`src/rtl/dpa_pkg.sv`:
```
package dpa_pkg;
  // Control-to-datapath action strobes; at most one is set per cycle.
  typedef struct packed {
    logic loadWinner;
    logic doSuspend;
    logic doResume;
    logic goIdle;
  } ctrl_strobe_t;
endpackage

```
`src/rtl/dpa_regfile.sv`:
```
module dpa_regfile #(
  parameter int NUM_CH = 16,
  parameter int PRIO_W = 4,
  parameter int DATA_W = 8,
  parameter int ADDR_W = $clog2(NUM_CH)
) (
  input  logic                           clk,
  input  logic                           rstN,
  input  logic                           wrEn,
  input  logic [ADDR_W-1:0]              addr,
  input  logic [DATA_W-1:0]              wrData,
  output logic [DATA_W-1:0]              rdData,
  output logic [NUM_CH-1:0][PRIO_W-1:0]  prioLvl,
  output logic [NUM_CH-1:0]              preemptEn
);
  localparam int RSV_W = DATA_W - 1 - PRIO_W;

  for (genvar c = 0; c < NUM_CH; c++) begin : g_chReg
    localparam logic [PRIO_W-1:0] RST_LVL = PRIO_W'(c);
    always_ff @(posedge clk or negedge rstN) begin
      if (!rstN) begin
        prioLvl[c]   <= RST_LVL;
        preemptEn[c] <= 1'b0;
      end else if (wrEn && (addr == ADDR_W'(c))) begin
        prioLvl[c]   <= wrData[PRIO_W-1:0];
        preemptEn[c] <= wrData[DATA_W-1];
      end
    end
  end

  assign rdData = {preemptEn[addr], {RSV_W{1'b0}}, prioLvl[addr]};

  // reserved field never reads back non-zero
  always_comb begin
    a_r2_reserved_zero: assert (rdData[DATA_W-2:PRIO_W] == '0);
  end
endmodule

```
`src/rtl/dpa_datapath.sv`:
```
module dpa_datapath
  import dpa_pkg::*;
#(
  parameter int NUM_CH = 16,
  parameter int PRIO_W = 4,
  parameter int CH_W   = $clog2(NUM_CH)
) (
  input  logic                          clk,
  input  logic                          rstN,
  input  logic [NUM_CH-1:0]             req,
  input  logic [NUM_CH-1:0][PRIO_W-1:0] prioLvl,
  input  logic [NUM_CH-1:0]             preemptEn,
  input  ctrl_strobe_t                  strobe,
  output logic                          winnerValid,
  output logic                          winnerHigher,
  output logic                          actPreempt,
  output logic                          actValid,
  output logic [CH_W-1:0]               actCh,
  output logic                          suspValid,
  output logic                          suspPulse,
  output logic [CH_W-1:0]               suspPulseCh,
  output logic                          resumePulse
);
  logic [CH_W-1:0]   suspCh;
  logic [NUM_CH-1:0] busyMask;
  logic [NUM_CH-1:0] cand;
  logic [CH_W-1:0]   winCh;
  logic [PRIO_W-1:0] winLvl;

  // Channels already active or parked are not candidates.
  always_comb begin
    busyMask = '0;
    if (actValid)  busyMask[actCh]  = 1'b1;
    if (suspValid) busyMask[suspCh] = 1'b1;
    cand = req & ~busyMask;
  end

  // Descending scan with >= leaves the lowest index on equal levels.
  always_comb begin
    winnerValid = 1'b0;
    winCh       = '0;
    winLvl      = '0;
    for (int i = NUM_CH - 1; i >= 0; i--) begin
      if (cand[i] && (!winnerValid || prioLvl[i] >= winLvl)) begin
        winnerValid = 1'b1;
        winCh       = CH_W'(i);
        winLvl      = prioLvl[i];
      end
    end
  end

  assign winnerHigher = winLvl > prioLvl[actCh];
  assign actPreempt   = preemptEn[actCh];

  always_ff @(posedge clk or negedge rstN) begin
    if (!rstN) begin
      actValid    <= 1'b0;
      actCh       <= '0;
      suspValid   <= 1'b0;
      suspCh      <= '0;
      suspPulse   <= 1'b0;
      suspPulseCh <= '0;
      resumePulse <= 1'b0;
    end else begin
      suspPulse   <= 1'b0;
      resumePulse <= 1'b0;
      if (strobe.loadWinner) begin
        actValid <= 1'b1;
        actCh    <= winCh;
      end else if (strobe.doSuspend) begin
        suspValid   <= 1'b1;
        suspCh      <= actCh;
        actCh       <= winCh;
        suspPulse   <= 1'b1;
        suspPulseCh <= actCh;
      end else if (strobe.doResume) begin
        actCh       <= suspCh;
        suspValid   <= 1'b0;
        resumePulse <= 1'b1;
      end else if (strobe.goIdle) begin
        actValid <= 1'b0;
      end
    end
  end

  a_r6_one_action: assert property (@(posedge clk) disable iff (!rstN)
    $onehot0(strobe));
  a_r7_suspend_guard: assert property (@(posedge clk) disable iff (!rstN)
    strobe.doSuspend |-> (actPreempt && winnerHigher && !suspValid));
  a_r7_pulse_names_parked: assert property (@(posedge clk) disable iff (!rstN)
    suspPulse |-> (suspValid && suspCh == suspPulseCh));
  a_r9_parked_needs_runner: assert property (@(posedge clk) disable iff (!rstN)
    suspValid |-> actValid);
  a_r10_resume_needs_parked: assert property (@(posedge clk) disable iff (!rstN)
    strobe.doResume |-> suspValid);
endmodule

```
`src/rtl/dpa_control.sv`:
```
module dpa_control
  import dpa_pkg::*;
(
  input  logic         actValid,
  input  logic         suspValid,
  input  logic         boundary,
  input  logic         done,
  input  logic         winnerValid,
  input  logic         winnerHigher,
  input  logic         actPreempt,
  output ctrl_strobe_t strobe
);
  always_comb begin
    strobe = '0;
    if (!actValid) begin
      strobe.loadWinner = winnerValid;
    end else if (done) begin
      if (suspValid)        strobe.doResume   = 1'b1;
      else if (winnerValid) strobe.loadWinner = 1'b1;
      else                  strobe.goIdle     = 1'b1;
    end else if (boundary && actPreempt && !suspValid
                 && winnerValid && winnerHigher) begin
      strobe.doSuspend = 1'b1;
    end
  end

  // a non-interruptible runner never yields at a boundary
  always_comb begin
    a_r8_no_suspend_locked: assert (!(strobe.doSuspend && !actPreempt));
  end
endmodule

```
`src/rtl/dma_prio_arbiter.sv`:
```
module dma_prio_arbiter
  import dpa_pkg::*;
#(
  parameter int NUM_CH = 16,
  parameter int PRIO_W = 4,
  parameter int DATA_W = 8,
  parameter int ADDR_W = $clog2(NUM_CH)
) (
  input  logic              clk,
  input  logic              rstN,
  input  logic [NUM_CH-1:0] chReq,
  input  logic              xferBoundary,
  input  logic              xferDone,
  input  logic              cfgWrEn,
  input  logic [ADDR_W-1:0] cfgAddr,
  input  logic [DATA_W-1:0] cfgWrData,
  output logic [DATA_W-1:0] cfgRdData,
  output logic              grantValid,
  output logic [ADDR_W-1:0] grantCh,
  output logic              suspendPulse,
  output logic [ADDR_W-1:0] suspendCh,
  output logic              resumePulse
);
  logic [NUM_CH-1:0][PRIO_W-1:0] prioLvl;
  logic [NUM_CH-1:0]             preemptEn;
  ctrl_strobe_t                  strobe;
  logic winnerValid, winnerHigher, actPreempt, suspValid;

  dpa_regfile #(.NUM_CH(NUM_CH), .PRIO_W(PRIO_W), .DATA_W(DATA_W), .ADDR_W(ADDR_W)) regs_i (
    .clk(clk), .rstN(rstN), .wrEn(cfgWrEn), .addr(cfgAddr), .wrData(cfgWrData),
    .rdData(cfgRdData), .prioLvl(prioLvl), .preemptEn(preemptEn));

  dpa_datapath #(.NUM_CH(NUM_CH), .PRIO_W(PRIO_W), .CH_W(ADDR_W)) dp_i (
    .clk(clk), .rstN(rstN), .req(chReq), .prioLvl(prioLvl), .preemptEn(preemptEn),
    .strobe(strobe), .winnerValid(winnerValid), .winnerHigher(winnerHigher),
    .actPreempt(actPreempt), .actValid(grantValid), .actCh(grantCh),
    .suspValid(suspValid), .suspPulse(suspendPulse), .suspPulseCh(suspendCh),
    .resumePulse(resumePulse));

  dpa_control ctrl_i (
    .actValid(grantValid), .suspValid(suspValid), .boundary(xferBoundary),
    .done(xferDone), .winnerValid(winnerValid), .winnerHigher(winnerHigher),
    .actPreempt(actPreempt), .strobe(strobe));

  a_r5_grant_stable: assert property (@(posedge clk) disable iff (!rstN)
    (grantValid && !xferBoundary && !xferDone) |=> (grantValid && $stable(grantCh)));
  a_r7_pulse_single: assert property (@(posedge clk) disable iff (!rstN)
    suspendPulse |=> !suspendPulse);
  a_r10_resume_keeps_grant: assert property (@(posedge clk) disable iff (!rstN)
    resumePulse |-> grantValid);
endmodule

```
`config.mk`:
```
export PLATFORM = sky130hd
export DESIGN_NAME = dma_prio_arbiter
export DESIGN_NICKNAME = d
export VERILOG_FILES = /design/src/rtl/dpa_pkg.sv /design/src/rtl/dpa_regfile.sv /design/src/rtl/dpa_datapath.sv /design/src/rtl/dpa_control.sv /design/src/rtl/dma_prio_arbiter.sv
export SDC_FILE = /design/constraint.sdc
export NUM_CORES = 1
export LEC_CHECK = 0
export ABC_CLOCK_PERIOD_IN_PS = 39500
export CORE_ASPECT_RATIO = 0.7
export CORE_MARGIN = 5
export CORE_UTILIZATION = 56
export CTS_CLUSTER_DIAMETER = 100
export DETAILED_ROUTE_END_ITERATION = 10
export MAX_ROUTING_LAYER = met4
export PLACE_DENSITY = 0.76
export RECOVER_POWER = 50
export SYNTH_ARGS = -nofsm -noshare
export SYNTH_HDL_FRONTEND = slang
export SYNTH_SLANG_ARGS = --single-unit
```
`constraint.sdc`:
```
create_clock -name clk -period 39.5 [get_ports clk]
set_clock_uncertainty 0.15 [all_clocks]
set_input_delay 7.9 -clock clk [delete_from_list [all_inputs] [get_ports clk]]
set_output_delay 7.9 -clock clk [all_outputs]
set_load 0.01 [all_outputs]
```
==> flow_metrics.env, run 1 <==
export IMPL_post_cts_buffers=0
export IMPL_reg2regPathDepth=126
export IMPL_firstDrtPassIters=5
export IMPL_final_nets=888
export IMPL_status="complete, but fails checks"
export IMPL_cp_max_fo=12
export IMPL_period_needed_ps=36270
export IMPL_hp_start="regs_i.preemptEn[7]"
export IMPL_wirelength_microns=24100
export IMPL_fmax_mhz=27.6
export IMPL_track_usage_pct=28.9
export IMPL_dieArea_sq_mm=0.0171
export IMPL_die_x_microns=154
export IMPL_cp_arrival_ps=36360
export IMPL_root_buffer="clkbuf_16"
export IMPL_wl_per_cell_microns=24.3
export IMPL_holdCritPathClass="register to register"
export IMPL_ctsHoldBuffers=0
export IMPL_ios=52
export IMPL_grt_max_degree=81
export IMPL_cp_slowest_cell="o31ai_2"
export IMPL_critical_path_class="primary input to register"
export IMPL_synth_simple_area_share_pct=14.0
export IMPL_r2r_start="dp_i.actCh[2]"
export IMPL_ant_nets=0
export IMPL_grt_pass1_vias=6641
export IMPL_synth_async_sr_flop_share_pct=100
export IMPL_route_detailed_drc=0
export IMPL_ys_seq_area_share_pct=28.7
export IMPL_dp_hpwl_microns=18300
export IMPL_routabilityCongestion=0.918
export IMPL_fp_row_count=36
export IMPL_syn_area_sq_mm=0.00815
export IMPL_rsz0062_at_grt="no"
export IMPL_die_h_microns=111
export IMPL_fin_crit_sh_pct=91.8
export IMPL_clockBufferDepth=2
export IMPL_cts_resized=0
export IMPL_viasPerCell=6.85
export IMPL_finalSetupViolations=0
export IMPL_clk_pin_slew_ps=70
export IMPL_placed_area_sq_mm=0.00868
export IMPL_h_tree_depth=3
export IMPL_fillers=1111
export IMPL_endpoint="dp_i.actCh[2]"
export IMPL_synth_seq_cells=92
export IMPL_drtIter0Drc=696
export IMPL_holdPathStages=1
export IMPL_gr_total_overflow=0
export IMPL_synth_compound_area_share_pct=18.8
export IMPL_muxShareOfSynthArea_pct=25.5
export IMPL_avgSynthCellArea_sq_um=10.5
export IMPL_synthAdderAreaFrac_pct=8.75
export IMPL_violations="max-capacitance violations, max-slew violations"
export IMPL_numCtsBuffers=9
export IMPL_ys_types=84
export IMPL_worstMarginPinSlew_ps=4410
export IMPL_syn_inst=775
export IMPL_timing_reg2reg_setup_slack_ps=9950
export IMPL_required_ps=39590
export IMPL_stdcell_area_sq_mm=0.00900
export IMPL_drv_slew=81
export IMPL_relSlewSlack_pct=-194
export IMPL_syn_to_final_growth_pct=10.3
export IMPL_start_kind="primary input"
export IMPL_core_area_sq_mm=0.0141
export IMPL_crit_path_end_kind="register"
export IMPL_ys_warn_count=0
export IMPL_vias=6798
export IMPL_synth_top_family_by_area="multiplexers"
export IMPL_drv_cap=1
export IMPL_synth_xor_area_share_pct=0
export IMPL_grt_pass1_wl_microns=37800
export IMPL_yosys_most_used_dff="dfrtp_1"
export IMPL_worst_r2r_endpoint="dp_i.actCh[2]"
export IMPL_clk_latency_ps=350
export IMPL_grt_antenna_before_repair=0
export IMPL_finalHoldViolCount=0
export IMPL_start_util_pct=57.8
export IMPL_cts_sinks=92
export IMPL_synth_edff_count=0
export IMPL_tritoncts="done"
export IMPL_layout_drive_gt1_share_pct=28.1
export IMPL_antennaDiodeCount=0
export IMPL_startpoint="chReq[15]"
export IMPL_slowest_delay_ps=670
export IMPL_io_buffer_count=45
export IMPL_tns_ps=0
-- layout by cell type, fill, tap and decap left out, types with 4 or more instances in the layout --
cell / Yosys / layout
o21ai_0: 37 / 37
ha_1: 57 / 57
o311ai_0: 4 / 4
o21a_1: 9 / 9
nand2b_1: 35 / 35
o221ai_1: 5 / 5
nand4_1: 4 / 4
inv_1: 37 / 37
a21oi_1: 28 / 28
clkdlybuf4s50_1: 0 / 36
a21o_1: 24 / 24
nand2_1: 52 / 52
a31oi_1: 14 / 14
dfrtp_1: 60 / 60
nor2_1: 43 / 43
a211oi_1: 4 / 4
nand3_1: 14 / 14
dlygate4sd3_1: 0 / 8
mux4_2: 50 / 50
buf_4: 5 / 4
a211o_1: 7 / 7
nor3_1: 6 / 6
or3_1: 4 / 4
nor2b_1: 6 / 6
or2_2: 4 / 4
mux2_2: 82 / 82
or2_1: 5 / 5
o211a_1: 5 / 5
and3_1: 7 / 7
nand3b_1: 7 / 7
and2_1: 10 / 10
clkbuf_16: 0 / 9
nor3b_1: 5 / 5
dfstp_2: 32 / 32
o21bai_1: 5 / 5
-- state kept, by name, summed over array words and instances (netlist names) --
register          cells
dp_i.actCh            4
dp_i.actValid         1
dp_i.resumePulse      1
dp_i.suspPulse        1
dp_i.suspPulseCh      4
dp_i.suspValid        1
regs_i.preemptEn     16
regs_i.prioLvl       64
-- logic make-up (layout without fill, tap and decap cells) --
| logic type | after synthesis | in the layout |
|---|---|---|
| fa+ha+maj | 57 | 57 |
| compound gates | 197 | 197 |
| other cells | 1 | 3 |
| buf+inv | 77 | 103 |
| mux | 135 | 135 |
| flops | 92 | 92 |
| simple gates | 216 | 216 |
-- per-stage QoR --
stage,cells,setup slack [ps],hold slack [ps],util [%]
after global routing,993,1320,406,63.8
after CTS,993,3530,385,63.9
after detailed placement,977,3480,369,61.6
after floorplan,777,7970,341,-
final,993,3230,382,63.8
after global placement,977,4020,350,61.6
-- per-layer routing --
metal  vias up  track usage, %  part of all wire (%)
met5         -               -                     0
met4         0            6.35                   1.9
met3        38            5.23                   8.8
met2       347            43.0                    46
met1      3411            41.6                    44
li1       3002               -                     -
-- cells in the mapped netlist, types with 7 or more instances --
cell type  number  area share [%]
a211o_1         7            0.75
a21o_1         24             2.2
a21oi_1        28             1.7
a31oi_1        14             1.1
and2_1         10            0.77
and3_1          7            0.54
buf_2           8            0.49
clkbuf_1       19            0.87
dfrtp_1        60              18
dfstp_2        32              10
ha_1           57             8.7
inv_1          37             1.7
mux2_2         82              11
mux4_2         50              14
nand2_1        52             2.4
nand2b_1       35             2.7
nand3_1        14            0.86
nand3b_1        7            0.64
nor2_1         43             2.0
o21a_1          9            0.83
o21ai_0        37             2.3
-- worst min path at each step --
stage	end	slack (ps)
after global routing	regs_i.preemptEn[6]	410
after floorplan	regs_i.preemptEn[2]	340
after global placement	regs_i.preemptEn[12]	350
after CTS	regs_i.preemptEn[2]	390
final	regs_i.preemptEn[7]	380
after detailed placement	regs_i.preemptEn[4]	370
-- critical path, delay by kind of cell --
family	cells	cell delay [ps]
buf+inv	2	560
fa+ha+maj	16	4120
simple gates	41	6820
mux	3	1190
compound gates	64	15740
-- cell type report --
| class | count | area [sq um] | share of cell area (%) |
|---|---|---|---|
| repair buffers | 50 | 478 | 5.31 |
| clock inverters | 6 | 82.6 | 0.918 |
| well taps | 190 | 238 | 2.64 |
| inverters | 37 | 139 | 1.54 |
| clock buffers | 10 | 239 | 2.66 |
| multi-input cells | 608 | 5480 | 60.9 |
| flip-flops and latches | 92 | 2340 | 26.0 |
Power of run 1 is left out: the tool's default activity adds up to more than one toggle a clock period on the data nets, which glitch-free logic cannot reach.
==> run 2, diff against run 1 <==
--- a/config.mk
+++ b/config.mk
@@ -5,14 +5,15 @@
 export SDC_FILE = /design/constraint.sdc
 export NUM_CORES = 1
 export LEC_CHECK = 0
-export ABC_CLOCK_PERIOD_IN_PS = 39500
+export ABC_CLOCK_PERIOD_IN_PS = 34500
 export CORE_ASPECT_RATIO = 0.7
 export CORE_MARGIN = 5
 export CORE_UTILIZATION = 56
 export CTS_CLUSTER_DIAMETER = 100
 export DETAILED_ROUTE_END_ITERATION = 10
+export DONT_BUFFER_PORTS = 1
 export MAX_ROUTING_LAYER = met4
-export PLACE_DENSITY = 0.76
+export PLACE_DENSITY = 0.71
 export RECOVER_POWER = 50
 export SYNTH_ARGS = -nofsm -noshare
 export SYNTH_HDL_FRONTEND = slang
==> constraint.sdc (replaced) <==
create_clock -name clk -period 34.5 [get_ports clk]
set_clock_uncertainty 0.15 [all_clocks]
set_input_delay 6.9 -clock clk [delete_from_list [all_inputs] [get_ports clk]]
set_output_delay 6.9 -clock clk [all_outputs]
set_load 0.01 [all_outputs]
==> run 2 against run 1 <==
Sequential share of layout area grew 1.3 points; critical endpoint unchanged; the run now ends clean; setup slack lost 1800 ps; non-clock buffer count shrank 44; routed wire length shrank 1.9%; highest routed layer unchanged; global-route usage shrank 0.28 points; critical path depth grew 3.
==> flow_metrics.env, run 2 (same netlist as run 1, synthesis figures left out) <==
export IMPL_crit_path_end_kind="register"
export IMPL_fmax_mhz=30.2
export IMPL_root_buffer="clkbuf_16"
export IMPL_slowest_delay_ps=440
export IMPL_cp_arrival_ps=33190
export IMPL_critical_path_class="primary input to register"
export IMPL_core_area_sq_mm=0.0141
export IMPL_grt_max_degree=93
export IMPL_dieArea_sq_mm=0.0171
export IMPL_viasPerCell=6.92
export IMPL_drv_cap=0
export IMPL_fin_crit_sh_pct=95.9
export IMPL_clk_pin_slew_ps=70
export IMPL_largest_reg_flops=64
export IMPL_start_util_pct=57.8
export IMPL_ios=52
export IMPL_cts_sinks=92
export IMPL_firstDrtPassIters=5
export IMPL_die_h_microns=111
export IMPL_ant_nets=0
export IMPL_grt_pass1_wl_microns=37200
export IMPL_setup_ws_ps=1410
export IMPL_clockBufferDepth=2
export IMPL_dp_hpwl_microns=17900
export IMPL_period_needed_ps=33090
export IMPL_numCtsBuffers=9
export IMPL_grt_pass1_vias=6418
export IMPL_placed_area_sq_mm=0.00823
export IMPL_route_detailed_drc=0
export IMPL_routabilityCongestion=0.932
export IMPL_antennaDiodeCount=0
export IMPL_layout_commonest_cell="mux2_2"
export IMPL_io_buffer_count=0
export IMPL_cp_slowest_cell="a2111oi_4"
export IMPL_fp_row_count=36
export IMPL_layout_drive_gt1_share_pct=31.4
export IMPL_mostFrequentLayoutCells="mux2_2, dfrtp_1, ha_1"
export IMPL_regMostFlops="regs_i.prioLvl"
export IMPL_vias=6567
export IMPL_grt_antenna_before_repair=0
export IMPL_worstMarginPinSlew_ps=1030
export IMPL_clk_latency_ps=350
export IMPL_utilization_pct=60.9
export IMPL_cp_max_fo=12
export IMPL_holdCritPathClass="register to register"
export IMPL_die_x_microns=154
export IMPL_relSlewSlack_pct=30.2
export IMPL_status="complete, no violations"
export IMPL_drv_slew=0
export IMPL_finalSetupViolations=0
export IMPL_wirelength_microns=23600
export IMPL_finalHoldViolCount=0
export IMPL_ctsHoldBuffers=0
export IMPL_fin_hold_ws_ps=382
export IMPL_tritoncts="done"
export IMPL_cp_common_cell="nand2b_1"
export IMPL_wl_per_cell_microns=24.9
export IMPL_syn_to_final_growth_pct=5.28
export IMPL_h_tree_depth=3
export IMPL_start_kind="primary input"
export IMPL_post_place_ws_ps=636
export IMPL_final_nets=844
export IMPL_stdcell_area_sq_mm=0.00858
export IMPL_drtIter0Drc=705
export IMPL_top_regs="regs_i.prioLvl x64, regs_i.preemptEn x16"
export IMPL_required_ps=34600
export IMPL_track_usage_pct=28.6
export IMPL_gr_total_overflow=0
-- run 2: changes by cell type in the layout (fill, tap and decap cells not counted), moves of 2 or more --
| cell | before | now |
|---|---|---|
| a21oi_1 | 28 | 26 |
| dlygate4sd3_1 | 8 | 0 |
| buf_4 | 4 | 6 |
| clkbuf_1 | 2 | 0 |
| a21o_1 | 24 | 22 |
| a21o_2 | 1 | 3 |
| a21oi_4 | 0 | 2 |
| clkdlybuf4s50_1 | 36 | 0 |
-- run 2: repair_timing --
action | CTS | global route
endpoints found under the hold margin | 0 | 0
resized for setup | 0 | 12
setup endpoints to repair | 0 | 10
buffers inserted | 0 | 2
-- run 2: cell type report --
type	count	area, sq um
Tap cell	190	238
Clock inverter	7	67.6
Clock buffer	9	225
Sequential cell	92	2340
Inverter	37	139
Multi-Input combinational cell	608	5530
Timing Repair Buffer	6	45.0
Fill cell	1127	5510
-- run 2: critical path: cells and delay by family --
| family | cells | cell delay (ps) |
|---|---|---|
| and+or+nand+nor | 39 | 5670 |
| buffers and inverters | 2 | 280 |
| muxes | 4 | 1440 |
| adders and majority gates | 16 | 4160 |
| AOI/OAI and AO/OA | 68 | 14700 |
-- run 2: metrics by stage --
stage / setup TNS [ps] / cells
floorplan: 0 / 777
global placement: 0 / 931
detailed placement: 0 / 931
CTS: 0 / 947
global route: -104 / 949
finish: 0 / 949
-- run 2: final timing paths --
check                                    startpoint                   end  slack, ps  cells past startpoint
worst min-delay path            regs_i.preemptEn[5]   regs_i.preemptEn[5]        380                      1
worst max-delay path                      chReq[15]         dp_i.actCh[2]       1410                    129
worst min register to register  regs_i.preemptEn[5]   regs_i.preemptEn[5]        380                      1
max in group asynchronous                      rstN    regs_i.prioLvl[26]      27890                      0
worst max register to register        dp_i.actCh[2]         dp_i.actCh[2]       6580                    130
min in group asynchronous                      rstN  regs_i.preemptEn[13]       6090                      0
-- run 2: layer usage --
metal  global-route usage (%)  vias up  wire length (microns)
met5                        -        -                      0
met4                     8.00        0                    660
met3                     8.51       49                   2190
met2                     42.3      339                  10700
met1                     38.4     3265                  10100
li1                         -     2914                      -
Power of run 2 is left out for the same reason.
==> run 3, diff against run 2 <==
--- a/config.mk
+++ b/config.mk
@@ -12,6 +12,7 @@
 export CTS_CLUSTER_DIAMETER = 100
 export DETAILED_ROUTE_END_ITERATION = 10
 export DONT_BUFFER_PORTS = 1
+export HOLD_SLACK_MARGIN = 0.05
 export MAX_ROUTING_LAYER = met4
 export PLACE_DENSITY = 0.71
 export RECOVER_POWER = 50
==> results of run 3 <==
Final layout, timing and power as in run 2 (identical DEF).
Power of run 3 is left out for the same reason.
